==> src/rtl/tpgs_pkg.sv <==
package tpgs_pkg;

  typedef enum logic [1:0] {
    LVL_LOW  = 2'b00,
    LVL_MID  = 2'b01,
    LVL_HIGH = 2'b10
  } lvl_t;

  typedef enum logic [2:0] {
    ST_IDLE,
    ST_NOL_HS,
    ST_HS,
    ST_NOL_LS,
    ST_LS,
    ST_WIN,
    ST_WATCH,
    ST_PARK
  } st_t;

  // total low-side hold after a mid-level entry
  function automatic int unsigned window_cycles(int unsigned deb, int unsigned blank);
    return deb + blank;
  endfunction

  // counter width able to hold maxv
  function automatic int unsigned cnt_width(int unsigned maxv);
    if (maxv < 2) return 1;
    return $clog2(maxv + 1);
  endfunction

  // two-bit level code to level; the unused code reads as mid
  function automatic lvl_t norm_lvl(logic [1:0] code);
    case (code)
      2'b00:   return LVL_LOW;
      2'b10:   return LVL_HIGH;
      default: return LVL_MID;
    endcase
  endfunction

endpackage

==> src/rtl/tpgs_level_decode.sv <==
module tpgs_level_decode
  import tpgs_pkg::*;
(
  input  logic       clk,
  input  logic       rst_n,
  input  logic [1:0] pwm_code,
  input  logic [1:0] skip_code,
  output lvl_t       pwm_lvl,
  output logic       skip_low,
  output logic       skip_fall
);

  logic skip_low_q;

  assign pwm_lvl   = norm_lvl(pwm_code);
  assign skip_low  = (norm_lvl(skip_code) == LVL_LOW);
  // mid and high are equal for the logic; only entry into low is an edge
  assign skip_fall = skip_low && !skip_low_q;

  always_ff @(posedge clk or negedge rst_n) begin
    if (!rst_n) skip_low_q <= 1'b0;
    else        skip_low_q <= skip_low;
  end

endmodule

==> src/rtl/tpgs_delay_timer.sv <==
module tpgs_delay_timer #(
  parameter int W = 4
) (
  input  logic         clk,
  input  logic         rst_n,
  input  logic         load,
  input  logic [W-1:0] load_val,
  output logic         done
);

  logic [W-1:0] cnt;

  assign done = (cnt == '0);

  always_ff @(posedge clk or negedge rst_n) begin
    if (!rst_n)          cnt <= '0;
    else if (load)       cnt <= load_val;
    else if (cnt != '0)  cnt <= cnt - W'(1);
  end

endmodule

==> src/rtl/tpgs_gate_fsm.sv <==
module tpgs_gate_fsm
  import tpgs_pkg::*;
#(
  parameter int NOL_LEAD  = 2,
  parameter int NOL_TRAIL = 3,
  parameter int WIN_LEN   = 5,
  parameter int NOL_W     = 2,
  parameter int WIN_W     = 3
) (
  input  logic             clk,
  input  logic             rst_n,
  input  logic             en,
  input  lvl_t             pwm_lvl,
  input  logic             skip_low,
  input  logic             skip_fall,
  input  logic             zc_det,
  input  logic             nol_done,
  input  logic             win_done,
  output logic             nol_load,
  output logic [NOL_W-1:0] nol_val,
  output logic             win_load,
  output logic [WIN_W-1:0] win_val,
  output logic             hs_on,
  output logic             ls_on
);

  localparam logic [NOL_W-1:0] LEAD_V  = NOL_W'(NOL_LEAD - 1);
  localparam logic [NOL_W-1:0] TRAIL_V = NOL_W'(NOL_TRAIL - 1);
  localparam logic [WIN_W-1:0] WIN_V   = WIN_W'(WIN_LEN - 1);

  st_t  st, nxt;
  lvl_t park_lvl, park_nxt;
  logic zc_seen;

  // named events
  logic mid_cut;     // mid level with skip low: drop both gates
  logic ls_active;   // low side currently commanded on
  logic cut_ls;      // skip fall releases the low side
  logic zc_release;  // window or watch ends through zero cross
  st_t  entry_st;    // state reached when starting from rest

  assign mid_cut    = (pwm_lvl == LVL_MID) && skip_low;
  assign ls_active  = (st == ST_LS) || (st == ST_WIN) || (st == ST_WATCH);
  assign cut_ls     = skip_fall && ls_active;
  assign zc_release = (st == ST_WIN)   ? (win_done && (zc_seen || zc_det)) :
                      (st == ST_WATCH) ? zc_det : 1'b0;
  assign entry_st   = (pwm_lvl == LVL_HIGH) ? ST_NOL_HS : ST_NOL_LS;

  always_comb begin
    nxt      = st;
    park_nxt = park_lvl;
    if (!en || mid_cut) begin
      nxt = ST_IDLE;
    end else if (cut_ls) begin
      nxt      = ST_PARK;
      park_nxt = pwm_lvl;
    end else begin
      case (st)
        ST_IDLE: nxt = entry_st;
        ST_NOL_HS: begin
          if (pwm_lvl != LVL_HIGH) nxt = ST_NOL_LS;
          else if (nol_done)       nxt = ST_HS;
        end
        ST_HS: begin
          if (pwm_lvl != LVL_HIGH) nxt = ST_NOL_LS;
        end
        ST_NOL_LS: begin
          if (pwm_lvl == LVL_HIGH) nxt = ST_NOL_HS;
          else if (nol_done)       nxt = (pwm_lvl == LVL_LOW) ? ST_LS : ST_WIN;
        end
        ST_LS: begin
          if (pwm_lvl == LVL_HIGH)     nxt = ST_NOL_HS;
          else if (pwm_lvl == LVL_MID) nxt = ST_WIN;
        end
        ST_WIN, ST_WATCH: begin
          if (pwm_lvl == LVL_HIGH)     nxt = ST_NOL_HS;
          else if (pwm_lvl == LVL_LOW) nxt = ST_LS;
          else if (zc_release) begin
            nxt      = ST_PARK;
            park_nxt = LVL_MID;
          end else if (st == ST_WIN && win_done) begin
            nxt = ST_WATCH;
          end
        end
        ST_PARK: begin
          if (pwm_lvl != park_lvl) nxt = entry_st;
        end
        default: nxt = ST_IDLE;
      endcase
    end
  end

  // timers restart on every entry into their state
  assign nol_load = ((nxt == ST_NOL_HS) || (nxt == ST_NOL_LS)) && (nxt != st);
  assign nol_val  = (nxt == ST_NOL_HS) ? LEAD_V : TRAIL_V;
  assign win_load = (nxt == ST_WIN) && (st != ST_WIN);
  assign win_val  = WIN_V;

  always_ff @(posedge clk or negedge rst_n) begin
    if (!rst_n) begin
      st       <= ST_IDLE;
      park_lvl <= LVL_MID;
      zc_seen  <= 1'b0;
    end else begin
      st       <= nxt;
      park_lvl <= park_nxt;
      if (st != ST_WIN)  zc_seen <= 1'b0;
      else if (zc_det)   zc_seen <= 1'b1;
    end
  end

  assign hs_on = (st == ST_HS);
  assign ls_on = ls_active;

  // enable low drops both gates
  p_disable_r10: assert property (@(posedge clk) disable iff (!rst_n)
    !en |=> (!hs_on && !ls_on));

  // mid level under skip low cuts both gates at once
  p_mid_cut_r7: assert property (@(posedge clk) disable iff (!rst_n)
    (en && pwm_lvl == LVL_MID && skip_low) |=> (!hs_on && !ls_on));

  // high side turns on only after a cycle with the low side off
  p_hs_gap_r2: assert property (@(posedge clk) disable iff (!rst_n)
    $rose(hs_on) |-> !$past(ls_on));

  // low side turns on only after a cycle with the high side off
  p_ls_gap_r3: assert property (@(posedge clk) disable iff (!rst_n)
    $rose(ls_on) |-> !$past(hs_on));

  // skip fall with the low side on releases it
  p_skip_fall_r9: assert property (@(posedge clk) disable iff (!rst_n)
    (skip_fall && ls_on) |=> !ls_on);

  // zero cross inside the window does not end it
  p_win_hold_r6: assert property (@(posedge clk) disable iff (!rst_n)
    (st == ST_WIN && !win_done && en && pwm_lvl == LVL_MID && !skip_low) |=> ls_on);

  // zero cross after the window releases the low side
  p_zc_off_r5: assert property (@(posedge clk) disable iff (!rst_n)
    (st == ST_WATCH && zc_det && en && pwm_lvl == LVL_MID) |=> !ls_on);

endmodule

==> src/rtl/tri_pwm_gate_seq.sv <==
module tri_pwm_gate_seq
  import tpgs_pkg::*;
#(
  parameter int NOL_LEAD  = 2,
  parameter int NOL_TRAIL = 3,
  parameter int DEBOUNCE  = 16,
  parameter int BLANK     = 50
) (
  input  logic       clk,
  input  logic       rst_n,
  input  logic       en,
  input  logic [1:0] pwm_code,
  input  logic [1:0] skip_code,
  input  logic       zc_det,
  output logic       hs_on,
  output logic       ls_on
);

  localparam int WIN_LEN = int'(window_cycles(DEBOUNCE, BLANK));
  localparam int NOL_MAX = (NOL_LEAD > NOL_TRAIL) ? NOL_LEAD : NOL_TRAIL;
  localparam int NOL_W   = int'(cnt_width(NOL_MAX));
  localparam int WIN_W   = int'(cnt_width(WIN_LEN));

  lvl_t             pwm_lvl;
  logic             skip_low, skip_fall;
  logic             nol_load, win_load, nol_done, win_done;
  logic [NOL_W-1:0] nol_val;
  logic [WIN_W-1:0] win_val;

  tpgs_level_decode u_dec (
    .clk       (clk),
    .rst_n     (rst_n),
    .pwm_code  (pwm_code),
    .skip_code (skip_code),
    .pwm_lvl   (pwm_lvl),
    .skip_low  (skip_low),
    .skip_fall (skip_fall)
  );

  tpgs_delay_timer #(.W(NOL_W)) u_nol_tmr (
    .clk      (clk),
    .rst_n    (rst_n),
    .load     (nol_load),
    .load_val (nol_val),
    .done     (nol_done)
  );

  tpgs_delay_timer #(.W(WIN_W)) u_win_tmr (
    .clk      (clk),
    .rst_n    (rst_n),
    .load     (win_load),
    .load_val (win_val),
    .done     (win_done)
  );

  tpgs_gate_fsm #(
    .NOL_LEAD  (NOL_LEAD),
    .NOL_TRAIL (NOL_TRAIL),
    .WIN_LEN   (WIN_LEN),
    .NOL_W     (NOL_W),
    .WIN_W     (WIN_W)
  ) u_fsm (
    .clk       (clk),
    .rst_n     (rst_n),
    .en        (en),
    .pwm_lvl   (pwm_lvl),
    .skip_low  (skip_low),
    .skip_fall (skip_fall),
    .zc_det    (zc_det),
    .nol_done  (nol_done),
    .win_done  (win_done),
    .nol_load  (nol_load),
    .nol_val   (nol_val),
    .win_load  (win_load),
    .win_val   (win_val),
    .hs_on     (hs_on),
    .ls_on     (ls_on)
  );

  // gates never on together
  p_no_overlap_r11: assert property (@(posedge clk) disable iff (!rst_n)
    !(hs_on && ls_on));

endmodule

==> config.mk <==
export PLATFORM = sky130hd
export DESIGN_NAME = tri_pwm_gate_seq
export DESIGN_NICKNAME = d
export VERILOG_FILES = /design/src/rtl/tpgs_pkg.sv /design/src/rtl/tpgs_level_decode.sv /design/src/rtl/tpgs_delay_timer.sv /design/src/rtl/tpgs_gate_fsm.sv /design/src/rtl/tri_pwm_gate_seq.sv
export SDC_FILE = /design/constraint.sdc
export NUM_CORES = 1
export LEC_CHECK = 0
export BUFFER_PORTS_ARGS = -buffer_cell sky130_fd_sc_hd__buf_2
export CAP_MARGIN = 20
export CELL_PAD_IN_SITES_DETAIL_PLACEMENT = 1
export CELL_PAD_IN_SITES_GLOBAL_PLACEMENT = 1
export CORE_MARGIN = 3
export CORE_UTILIZATION = 48
export CTS_CLUSTER_SIZE = 14
export DETAILED_ROUTE_END_ITERATION = 12
export MAX_ROUTING_LAYER = met4
export PLACE_DENSITY = 0.85
export SYNTH_ARGS = -nofsm -noshare
export SYNTH_HDL_FRONTEND = slang
export SYNTH_SLANG_ARGS = --single-unit
==> constraint.sdc <==
create_clock -name clk -period 2.8 [get_ports clk]
set_input_delay 0.28 -clock clk [delete_from_list [all_inputs] [get_ports clk]]
set_output_delay 0.28 -clock clk [all_outputs]
set_load 0.01 [all_outputs]
### Word level (Yosys, flattened, before mapping)

Index checks and enable logic that the tools add are counted.

| word-level totals | value |
|---|---|
| input bits | 8 |
| flip-flop bits (word level) | 16 |
| word-level logic and storage cells | 92 |

| cells by class | value |
|---|---|
| equal/unequal tests | 20 |
| add/subtract/negate cells | 2 |
| multiplexer cells | 33 |
| bitwise gates (word level) | 1 |
| reduce and logical (&&, ||, !) cells | 30 |

Operators with widths:

| cell | count |
|---|---|
| 3-bit 2-to-1 mux | 14 |
| 3-bit one-hot mux with 7 select lines | 1 |
| 2-bit 2-to-1 mux | 9 |
| 3-bit == test (second input constant) | 5 |
| 7-bit 2-to-1 mux | 2 |
| 2-bit nonzero test | 6 |
| 2-bit zero test | 5 |
| 3-bit by 2-bit == test with 1-bit output (second input constant) | 3 |
| 2-bit one-hot mux with 2 select lines | 2 |
| 1-bit logical AND | 7 |
| 7-bit zero test | 1 |
| 7-bit nonzero test | 1 |
| 7-bit by 1-bit subtractor with 7-bit output (second input constant) | 1 |
| 2-bit == test (second input constant) | 3 |
| 3-bit by 1-bit == test with 1-bit output (second input constant) | 2 |
| 1-bit logical OR | 5 |
| 1-bit 2-to-1 mux | 5 |
| 5-bit AND reduction | 1 |
| 2-bit by 1-bit inequality test with 1-bit output (second input constant) | 2 |
| 3-bit zero test | 1 |
| 3-bit inequality test | 1 |
| 3-bit inequality test (second input constant) | 1 |
| 2-bit by 1-bit == test with 1-bit output (second input constant) | 1 |
| 1-bit zero test | 2 |
| other kinds (5) | 5 |

### Depth between registers and ports, before layout

Gate-level depths: netlist (run 1).

| logic depth | value |
|---|---|
| depth in word-level cells | 13 |
| mapped depth | 10 |
| depth with buffers taken out | 8 |

### Hierarchy

From an unflattened synthesis (run 1), not the netlist that was laid out.

| second synthesis, totals | value |
|---|---|
| cells, all modules | 145 |
| area total of the unflattened synthesis | 1211.2 µm² |

By module, submodules not included:

| module | cells each | times used | area each (µm²) | seq. area each (µm²) |
|---|---|---|---|---|
| tpgs_gate_fsm | 85 | 1 | 614.3 | 151.4 |
| tpgs_delay_timer (u_win_tmr) | 43 | 1 | 434.2 | 175.2 |
| tpgs_delay_timer (u_nol_tmr) | 12 | 1 | 113.9 | 50.0 |
| tpgs_level_decode | 5 | 1 | 48.8 | 25.0 |

### Least setup slack after synthesis (run 1)

No wires, ideal clock.

| path | value |
|---|---|
| path type | register to register |
| start point | register u_nol_tmr.cnt[0] |
| end point | register u_win_tmr.cnt[6] |
| data required time | 2.682 ns |
| path buffers | 1 |
| stages on the path, launching flop included | 10 |
| data arrival time | 1.744 ns |
| setup time | 0.118 ns |
| path slack | 0.938 ns |
| cell sequence | dfrtp_1 > inv_1 > ha_1 > and4b_1 > o21a_1 > a211oi_4 > a21oi_1 > and3_1 > buf_6 > a21o_1 |

| between the ends | value |
|---|---|
| cells in the longest elaborated chain, start to end | 9 |
| elaborated cells on any way between the ends | 12 |

RTL lines:

| element | line | RTL |
|---|---|---|
| start, declared | tpgs_delay_timer.sv:11 | `logic [W-1:0] cnt;` |
| start signal, assigned | tpgs_delay_timer.sv:17 | `else if (load) cnt <= load_val;` |
| start signal, assigned | tpgs_delay_timer.sv:18 | `else if (cnt != '0) cnt <= cnt - W'(1);` |
| 2-bit zero test * | tpgs_delay_timer.sv:13 | `assign done = (cnt == '0);` |
| 3-bit 2-to-1 mux, on equally long branches | tpgs_gate_fsm.sv:69, tpgs_gate_fsm.sv:62 |  |
| 3-bit 2-to-1 mux, on equally long branches | tpgs_gate_fsm.sv:68, tpgs_gate_fsm.sv:61 |  |
| 3-bit one-hot mux with 7 select lines * | tpgs_gate_fsm.sv:58 | `case (st)` |
| 3-bit 2-to-1 mux * | tpgs_gate_fsm.sv:54 | `end else if (cut_ls) begin` |
| 3-bit 2-to-1 mux * | tpgs_gate_fsm.sv:52 | `if (!en \|\| mid_cut) begin` |
| 3-bit == test * | tpgs_gate_fsm.sv:96 | `assign win_load = (nxt == ST_WIN) && (st != ST_WIN);` |
| 1-bit logical AND * | tpgs_gate_fsm.sv:96 |  |
| 7-bit 2-to-1 mux or 2-bit nonzero test (tied branches) | -- |  |
| end signal, assigned | tpgs_delay_timer.sv:17 |  |
| end signal, assigned | tpgs_delay_timer.sv:18 |  |
| end, declared | tpgs_delay_timer.sv:11 |  |

Every way passes the cells marked *; elsewhere a longest branch is shown, timed or not.
A chain may end at the register's enable or synchronous reset.

### Worst setup path in the final report (run 1)

| path | value |
|---|---|
| start point | register u_win_tmr.cnt[1] |
| end point | register u_win_tmr.cnt[1] |

| between the ends | value |
|---|---|
| cells in the longest elaborated chain, start to end | 12 |
| elaborated cells on any way between the ends | 18 |

RTL lines:

| element | line | RTL |
|---|---|---|
| 7-bit zero test * | tpgs_delay_timer.sv:13 |  |
| 1-bit logical AND, on equally long branches | tpgs_gate_fsm.sv:81, tpgs_gate_fsm.sv:45 |  |
| 3-bit 2-to-1 mux or 1-bit 2-to-1 mux (tied branches) | tpgs_gate_fsm.sv:81, tpgs_gate_fsm.sv:45 |  |
| 3-bit 2-to-1 mux * | tpgs_gate_fsm.sv:78 | `else if (zc_release) begin` |
| 3-bit 2-to-1 mux * | tpgs_gate_fsm.sv:77 | `else if (pwm_lvl == LVL_LOW) nxt = ST_LS;` |
| 3-bit 2-to-1 mux * | tpgs_gate_fsm.sv:76 | `if (pwm_lvl == LVL_HIGH) nxt = ST_NOL_HS;` |
| 3-bit one-hot mux with 7 select lines * | tpgs_gate_fsm.sv:58 |  |
| 3-bit 2-to-1 mux * | tpgs_gate_fsm.sv:54 |  |
| 3-bit 2-to-1 mux * | tpgs_gate_fsm.sv:52 |  |
| named net u_fsm.nxt[0] | tpgs_gate_fsm.sv:31 | `st_t st, nxt;` |
| 3-bit == test * | tpgs_gate_fsm.sv:96 |  |
| 1-bit logical AND * | tpgs_gate_fsm.sv:96 |  |
| 7-bit 2-to-1 mux or 2-bit nonzero test (tied branches) | -- |  |

Mark *: on every way through the listed nets, which the timed path passes. The rest lies on a longest branch. The select of a mux whose other input is x is not followed.

==> flow_metrics.tcl, run 1 <==
set metrics [dict create \
    status "complete, no violations" \
    grtUsageMet1 0.292 \
    clk_pin_slew_ns 0.10 \
    worstPathArrival_ns 2.34 \
    path_max_fanout 10 \
    grt_max_degree 17 \
    r2r_end "u_win_tmr.cnt[1]" \
    critPathRequiredTime_ns 3.02 \
    cts_tree "yes" \
    vdd_drop_max_uv 554 \
    cts_max_path_buffers 2 \
    fin_skew_ns 0.00191 \
    yosys.cell_types.count 43 \
    grt-ovfl-total 0 \
    syn_inst 115 \
    drt-initial-drc-count 30 \
    cts_buffers 3 \
    track_usage 0.219 \
    ys_warn_count 0 \
    synth_edf_count 0 \
    setup_viol 0 \
    syn_area_mm2 0.00111 \
    gp_congestion 0.828 \
    critPathCaptureType "flop" \
    layout-drive-gt1-share 0.218 \
    area_growth_pct 6.76 \
    crit_type "flop to flop" \
    io_buffers 9 \
    chipHeight_um 54.1 \
    tns_ns 0 \
    diodes 0 \
    fin_ws_ns 0.677 \
    syn-num-nets 126 \
    hold_violations 0 \
    die_area_mm2 0.00293 \
    dieWidth_um 54.1 \
    postCtsSetupBuffers 0 \
    rsz0062_at_grt "no" \
    start_util 0.533 \
    use_met2 0.345 \
    final-max-slew-violation-count 0 \
    r2r_cells 8 \
    slew_headroom 0.695 \
    synth_top_area_cell "dfrtp_1" \
    drc_errors 0 \
    endpoint "u_win_tmr.cnt[1]" \
    p_leak_nw 0.533 \
    io_pins 10 \
    ys_seq_area_frac 0.362 \
    synth_async_sr_flop_share 1.00 \
    drt-wirelength-per-cell_um 18.1 \
    synth_commonest_cells "dfrtp_1 (15), nor2_1 (13), nand2_1 (9)" \
    core-area_mm2 0.00208 \
    fillers 258 \
    final_nets 136 \
    ys_ff_latch 16 \
    synth_flop_cell "dfrtp_1" \
    hp-class "input port to flop" \
    htreeDepth 1 \
    syn_area_per_cell_um2 9.65 \
    synth_top_area_frac 0.338 \
    antenna_found_initial 0 \
    synth_area_leaders "dfrtp_1 (34%), nor2_1 (4.4%), buf_6 (4.1%), xnor2_1 (3.9%), a21oi_1 (3.6%)" \
    ant_nets 0 \
    grt_pass1_vias 916 \
    post-dp-hpwl_um 2060 \
    vias 889 \
    start_kind "flop" \
    clock-root-buffer "clkbuf_4" \
    fmax_ghz 0.471 \
    rrSetupSlack_ns 0.68 \
    drt-total-wl_um 2730 \
    rr_startpoint "u_win_tmr.cnt[1]" \
    grt_busiest_layer "met2" \
    first_pass_iters 4 \
    finalCritPeriodShare 0.758 \
    cts.sinks 16 \
    grt_pass1_wl_um 4390 \
    worst_pin_slew_ns 0.457 \
    detail_route.vias_per_cell 5.89 \
    pre_cts_slack_ns 0.699 \
    use_met3 0.0332 \
    final.min_clock_period_ns 2.12 \
    drv_cap 0 \
    synth_most_common_cell "dfrtp_1" \
    worstSetupStartpoint "u_win_tmr.cnt[1]" \
    power_density_mw_per_mm2 828 \
    rows 16 \
    insertion_delay_ns 0.30 \
]
[logic make-up after synthesis]
family                     Yosys count  synth area share
and+or+nand+nor                     46             0.246
AOI/OAI and AO/OA                   31             0.230
DFF                                 16             0.362
buffers and inverters               11            0.0654
xor gates and xnor gates             8            0.0631
adders and majority gates            3            0.0338
[where the power goes]
part	switching, W	internal (W)	leakage (nW)
combinational	0.000220	0.000197	0.315
sequential	0.0000930	0.000313	0.197
clock	0.0000784	0.0000794	0.0210
total	0.000391	0.000590	0.533
[how the worst min path moves through the flow]
| stage | from | slack [ns] | cells past startpoint | endpoint |
|---|---|---|---|---|
| after floorplan | rst_n | -0.02 | 0 | u_dec.skip_low_q |
| after global placement | rst_n | 0.21 | 1 | u_fsm.zc_seen |
| after detailed placement | rst_n | 0.22 | 1 | u_fsm.zc_seen |
| after CTS | skip_code[0] | 0.16 | 2 | u_dec.skip_low_q |
| after global routing | skip_code[0] | 0.16 | 2 | u_dec.skip_low_q |
| final | skip_code[0] | 0.16 | 2 | u_dec.skip_low_q |
[state kept, by name (all words and copies together) (netlist names)]
signal and flops:
u_fsm.park_lvl 2, u_fsm.zc_seen 1, u_dec.skip_low_q 1, u_fsm.st 3, u_nol_tmr.cnt 2, u_win_tmr.cnt 7
[final cells by class]
cell class              count  area (um2)  share of cell area
inverters                   6        22.5              0.0190
repair buffers             10        55.1              0.0465
multi-input cells          88         636               0.536
well taps                  27        33.8              0.0285
clock buffers               4        36.3              0.0306
flip-flops and latches     16         402               0.339
[layer usage]
metal | wire [um] | vias to the layer above
met2 | 1310 | 23
met5 | 0 | -
met1 | 1250 | 442
met4 | 55 | 0
li1 | - | 417
met3 | 114 | 7
[critical path, cell delays in order, from the launching register on]
cell	delay, ns
dfrtp_1	0.42
inv_1	0.10
ha_1	0.13
nor3b_2	0.23
nand2_4	0.14
o41ai_2	0.26
a31oi_1	0.24
and3_1	0.31
a211oi_2	0.21
[cells in the final DEF (no fill, tap or decap), drive strengths merged]
cell and instances:
a2111oi 1, a211oi 2, a21boi 1, a21o 4, a21oi 8, a22oi 1, a31oi 2, and2 1
and3 1, and4b 1, buf 9, clkbuf 4, dfrtp 15, dfstp 1, dlygate4sd3 1, ha 3
inv 6, nand2 12, nand2b 4, nand3b 2, nand4b 1, nor2 13, nor2b 5, nor3 5
nor3b 1, o2111a 1, o211ai 1, o21a 1, o21ai 4, o22a 1, o2bb2ai 1, o31ai 1
o32ai 1, o41ai 1, xnor2 5, xor2 3
[per-stage QoR]
step                       util  instances  hold slack (ns)  area (um2)  total power (W)
after floorplan               -        115          -0.0156        1110         0.000723
after CTS                 0.569        151            0.160        1180         0.000990
after global routing      0.569        151            0.163        1180          0.00106
final                     0.569        151            0.158        1180         0.000981
after detailed placement  0.547        146            0.216        1140         0.000824
after global placement    0.547        146            0.212        1140         0.000789
[what timing repair did]
action                                 in CTS  in global routing
endpoints found under the hold margin      15                  0
hold buffers                                1                  0
gates resized for setup                     0                  0
(Power assumes the default switching activity.)
==> run 2, diff against run 1 <==
--- a/config.mk
+++ b/config.mk
@@ -10,11 +10,11 @@
 export CELL_PAD_IN_SITES_DETAIL_PLACEMENT = 1
 export CELL_PAD_IN_SITES_GLOBAL_PLACEMENT = 1
 export CORE_MARGIN = 3
-export CORE_UTILIZATION = 48
+export CORE_UTILIZATION = 45
 export CTS_CLUSTER_SIZE = 14
 export DETAILED_ROUTE_END_ITERATION = 12
 export MAX_ROUTING_LAYER = met4
-export PLACE_DENSITY = 0.85
+export PLACE_DENSITY = 0.81
 export SYNTH_ARGS = -nofsm -noshare
 export SYNTH_HDL_FRONTEND = slang
 export SYNTH_SLANG_ARGS = --single-unit
==> constraint.sdc (replaced) <==
create_clock -name clk -period 2 [get_ports clk]
set_input_delay 0.2 -clock clk [delete_from_list [all_inputs] [get_ports clk]]
set_output_delay 0.2 -clock clk [all_outputs]
set_load 0.01 [all_outputs]
==> run 2 against run 1 <==
Against the previous run: worst setup slack got worse by 0.64 ns; global-route usage decreased by 1.8 points; clock power increased by 21%; critical path depth unchanged; non-clock buffer count increased by 11; final cell count increased by 7.9%; sequential power increased by 43%; highest routed layer unchanged; largest cell class unchanged; register-to-register slack got worse by 0.64 ns.
==> flow_metrics.tcl, run 2 (synthesis results as in run 1) <==
set metrics [dict create \
    clk_pin_slew_ns 0.10 \
    power_density_mw_per_mm2 1160 \
    rrSetupSlack_ns 0.03 \
    io_pins 10 \
    grt-ovfl-total 0 \
    core-area_mm2 0.00228 \
    largest_reg_flops 7 \
    fin_skew_ns 0.00182 \
    clock-root-buffer "clkbuf_4" \
    die_area_mm2 0.00310 \
    start_kind "flop" \
    grt_max_degree 17 \
    largest_register "u_win_tmr.cnt" \
    crit_type "flop to flop" \
    mostFrequentLayoutCells "nor2_1 (13), dfrtp_1 (13), buf_4 (10), nand2_1 (9), buf_2 (9)" \
    finalCritPeriodShare 0.983 \
    detail_route.vias_per_cell 5.73 \
    top_regs "u_win_tmr.cnt: 7 flops, u_fsm.st: 3 flops" \
    grt_pass1_wl_um 4790 \
    rsz0062_at_grt "yes" \
    path_max_fanout 7 \
    area_growth_pct 19.2 \
    critPathRequiredTime_ns 2.19 \
    diodes 0 \
    drt-initial-drc-count 18 \
    layout-drive-gt1-share 0.341 \
    ant_nets 0 \
    post-dp-hpwl_um 2060 \
    worstPathArrival_ns 2.16 \
    start_util 0.488 \
    slew_headroom 0.726 \
    drt-wirelength-per-cell_um 18.2 \
    rows 17 \
    vias 934 \
    gp_congestion 0.913 \
    drc_errors 0 \
    final.min_clock_period_ns 1.97 \
    cts.sinks 16 \
    worst_hold_startpoint "skip_code[1]" \
    drv_cap 0 \
    setup_viol 0 \
    critPathCaptureType "flop" \
    status "complete, no violations" \
    vdd_drop_max_uv 833 \
    drt-total-wl_um 2970 \
    dieWidth_um 55.7 \
    final_core_util 0.581 \
    final-max-slew-violation-count 0 \
    chipHeight_um 55.7 \
    hold_violations 0 \
    antenna_found_initial 0 \
    insertion_delay_ns 0.30 \
    track_usage 0.201 \
    worstSetupStartpoint "u_win_tmr.cnt[0]" \
    fmax_ghz 0.509 \
    rr_startpoint "u_win_tmr.cnt[0]" \
    first_pass_iters 4 \
    htreeDepth 1 \
    p_leak_nw 0.581 \
    cts_tree "yes" \
    tns_ns 0 \
    io_buffers 9 \
    cts_buffers 3 \
    final_nets 147 \
    grt_pass1_vias 982 \
    worst_pin_slew_ns 0.410 \
    cts_max_path_buffers 2 \
    hp-class "input port to flop" \
]
==> run 2: cell types whose count changed in the layout (fill, tap and decap cells not counted), moves of 2 or more <==
cell / delta
a21oi_1: -2
buf_4: +10
inv_2: +2
a21oi_2: +2
inv_1: -2
dfrtp_1: -2
dfrtp_2: +2
==> run 2: worst max-delay path: stages, from the launching register on <==
cell and delay, ns:
dfrtp_1 0.43, inv_2 0.10, ha_4 0.12, nor3b_4 0.20, nand2_4 0.09, o41ai_4 0.36
a31oi_4 0.17, and3_4 0.24, a21o_1 0.16
==> run 2: layout make-up <==
| cell class | instances | area, um2 |
|---|---|---|
| Fill cell | 257 | 953 |
| Inverter | 6 | 22.5 |
| Timing Repair Buffer | 21 | 141 |
| Multi-Input combinational cell | 88 | 693 |
| Tap cell | 28 | 35.0 |
| Clock buffer | 4 | 26.3 |
| Sequential cell | 16 | 404 |
==> run 2: path summary, 6_finish.rpt <==
path	end	cells past startpoint
setup / recovery	u_win_tmr.cnt[6]	8
hold / removal	u_dec.skip_low_q	2
setup reg to reg	u_win_tmr.cnt[6]	8
hold reg to reg	u_fsm.park_lvl[0]	1
max in group asynchronous	u_fsm.park_lvl[0]	2
min in group asynchronous	u_nol_tmr.cnt[0]	2
==> run 2: through the flow <==
| stage | setup slack (ns) | hold WS (ns) | area [um2] | instances | power (W) |
|---|---|---|---|---|---|
| 6_report | 0.0338 | 0.0642 | 1320 | 163 | 0.00153 |
| 5_1_grt | -0.0344 | 0.0679 | 1320 | 163 | 0.00165 |
| 4_1_cts | 0.0314 | 0.0645 | 1220 | 157 | 0.00138 |
| 3_5_place_dp | -0.0215 | 0.135 | 1180 | 152 | 0.00118 |
| 3_3_place_gp | 0.103 | 0.132 | 1180 | 152 | 0.00112 |
| 2_1_floorplan | 0.138 | -0.0956 | 1110 | 115 | 0.00101 |
==> run 2: layer usage <==
| layer | routed length, um | global-route usage | vias up |
|---|---|---|---|
| met4 | 36 | 0.0625 | 0 |
| met1 | 1320 | 0.257 | 467 |
| li1 | - | - | 442 |
| met2 | 1500 | 0.324 | 20 |
| met5 | 0 | - | - |
| met3 | 117 | 0.0348 | 5 |
==> run 2: what timing repair did <==
item / CTS / global route
endpoints found under the hold margin: 15 / 0
hold buffers: 1 / 0
setup endpoints to repair: 7 / 10
gates resized for setup: 2 / 13
setup buffers: 0 / 6
pin swaps: 0 / 9
==> run 2: power by group <==
group	leakage [nW]	internal, W	switching, W	total [W]
Sequential	0.195	0.000440	0.000141	0.000581
Combinational	0.371	0.000393	0.000364	0.000757
Clock	0.0150	0.0000778	0.000113	0.000191
Total	0.581	0.000910	0.000618	0.00153
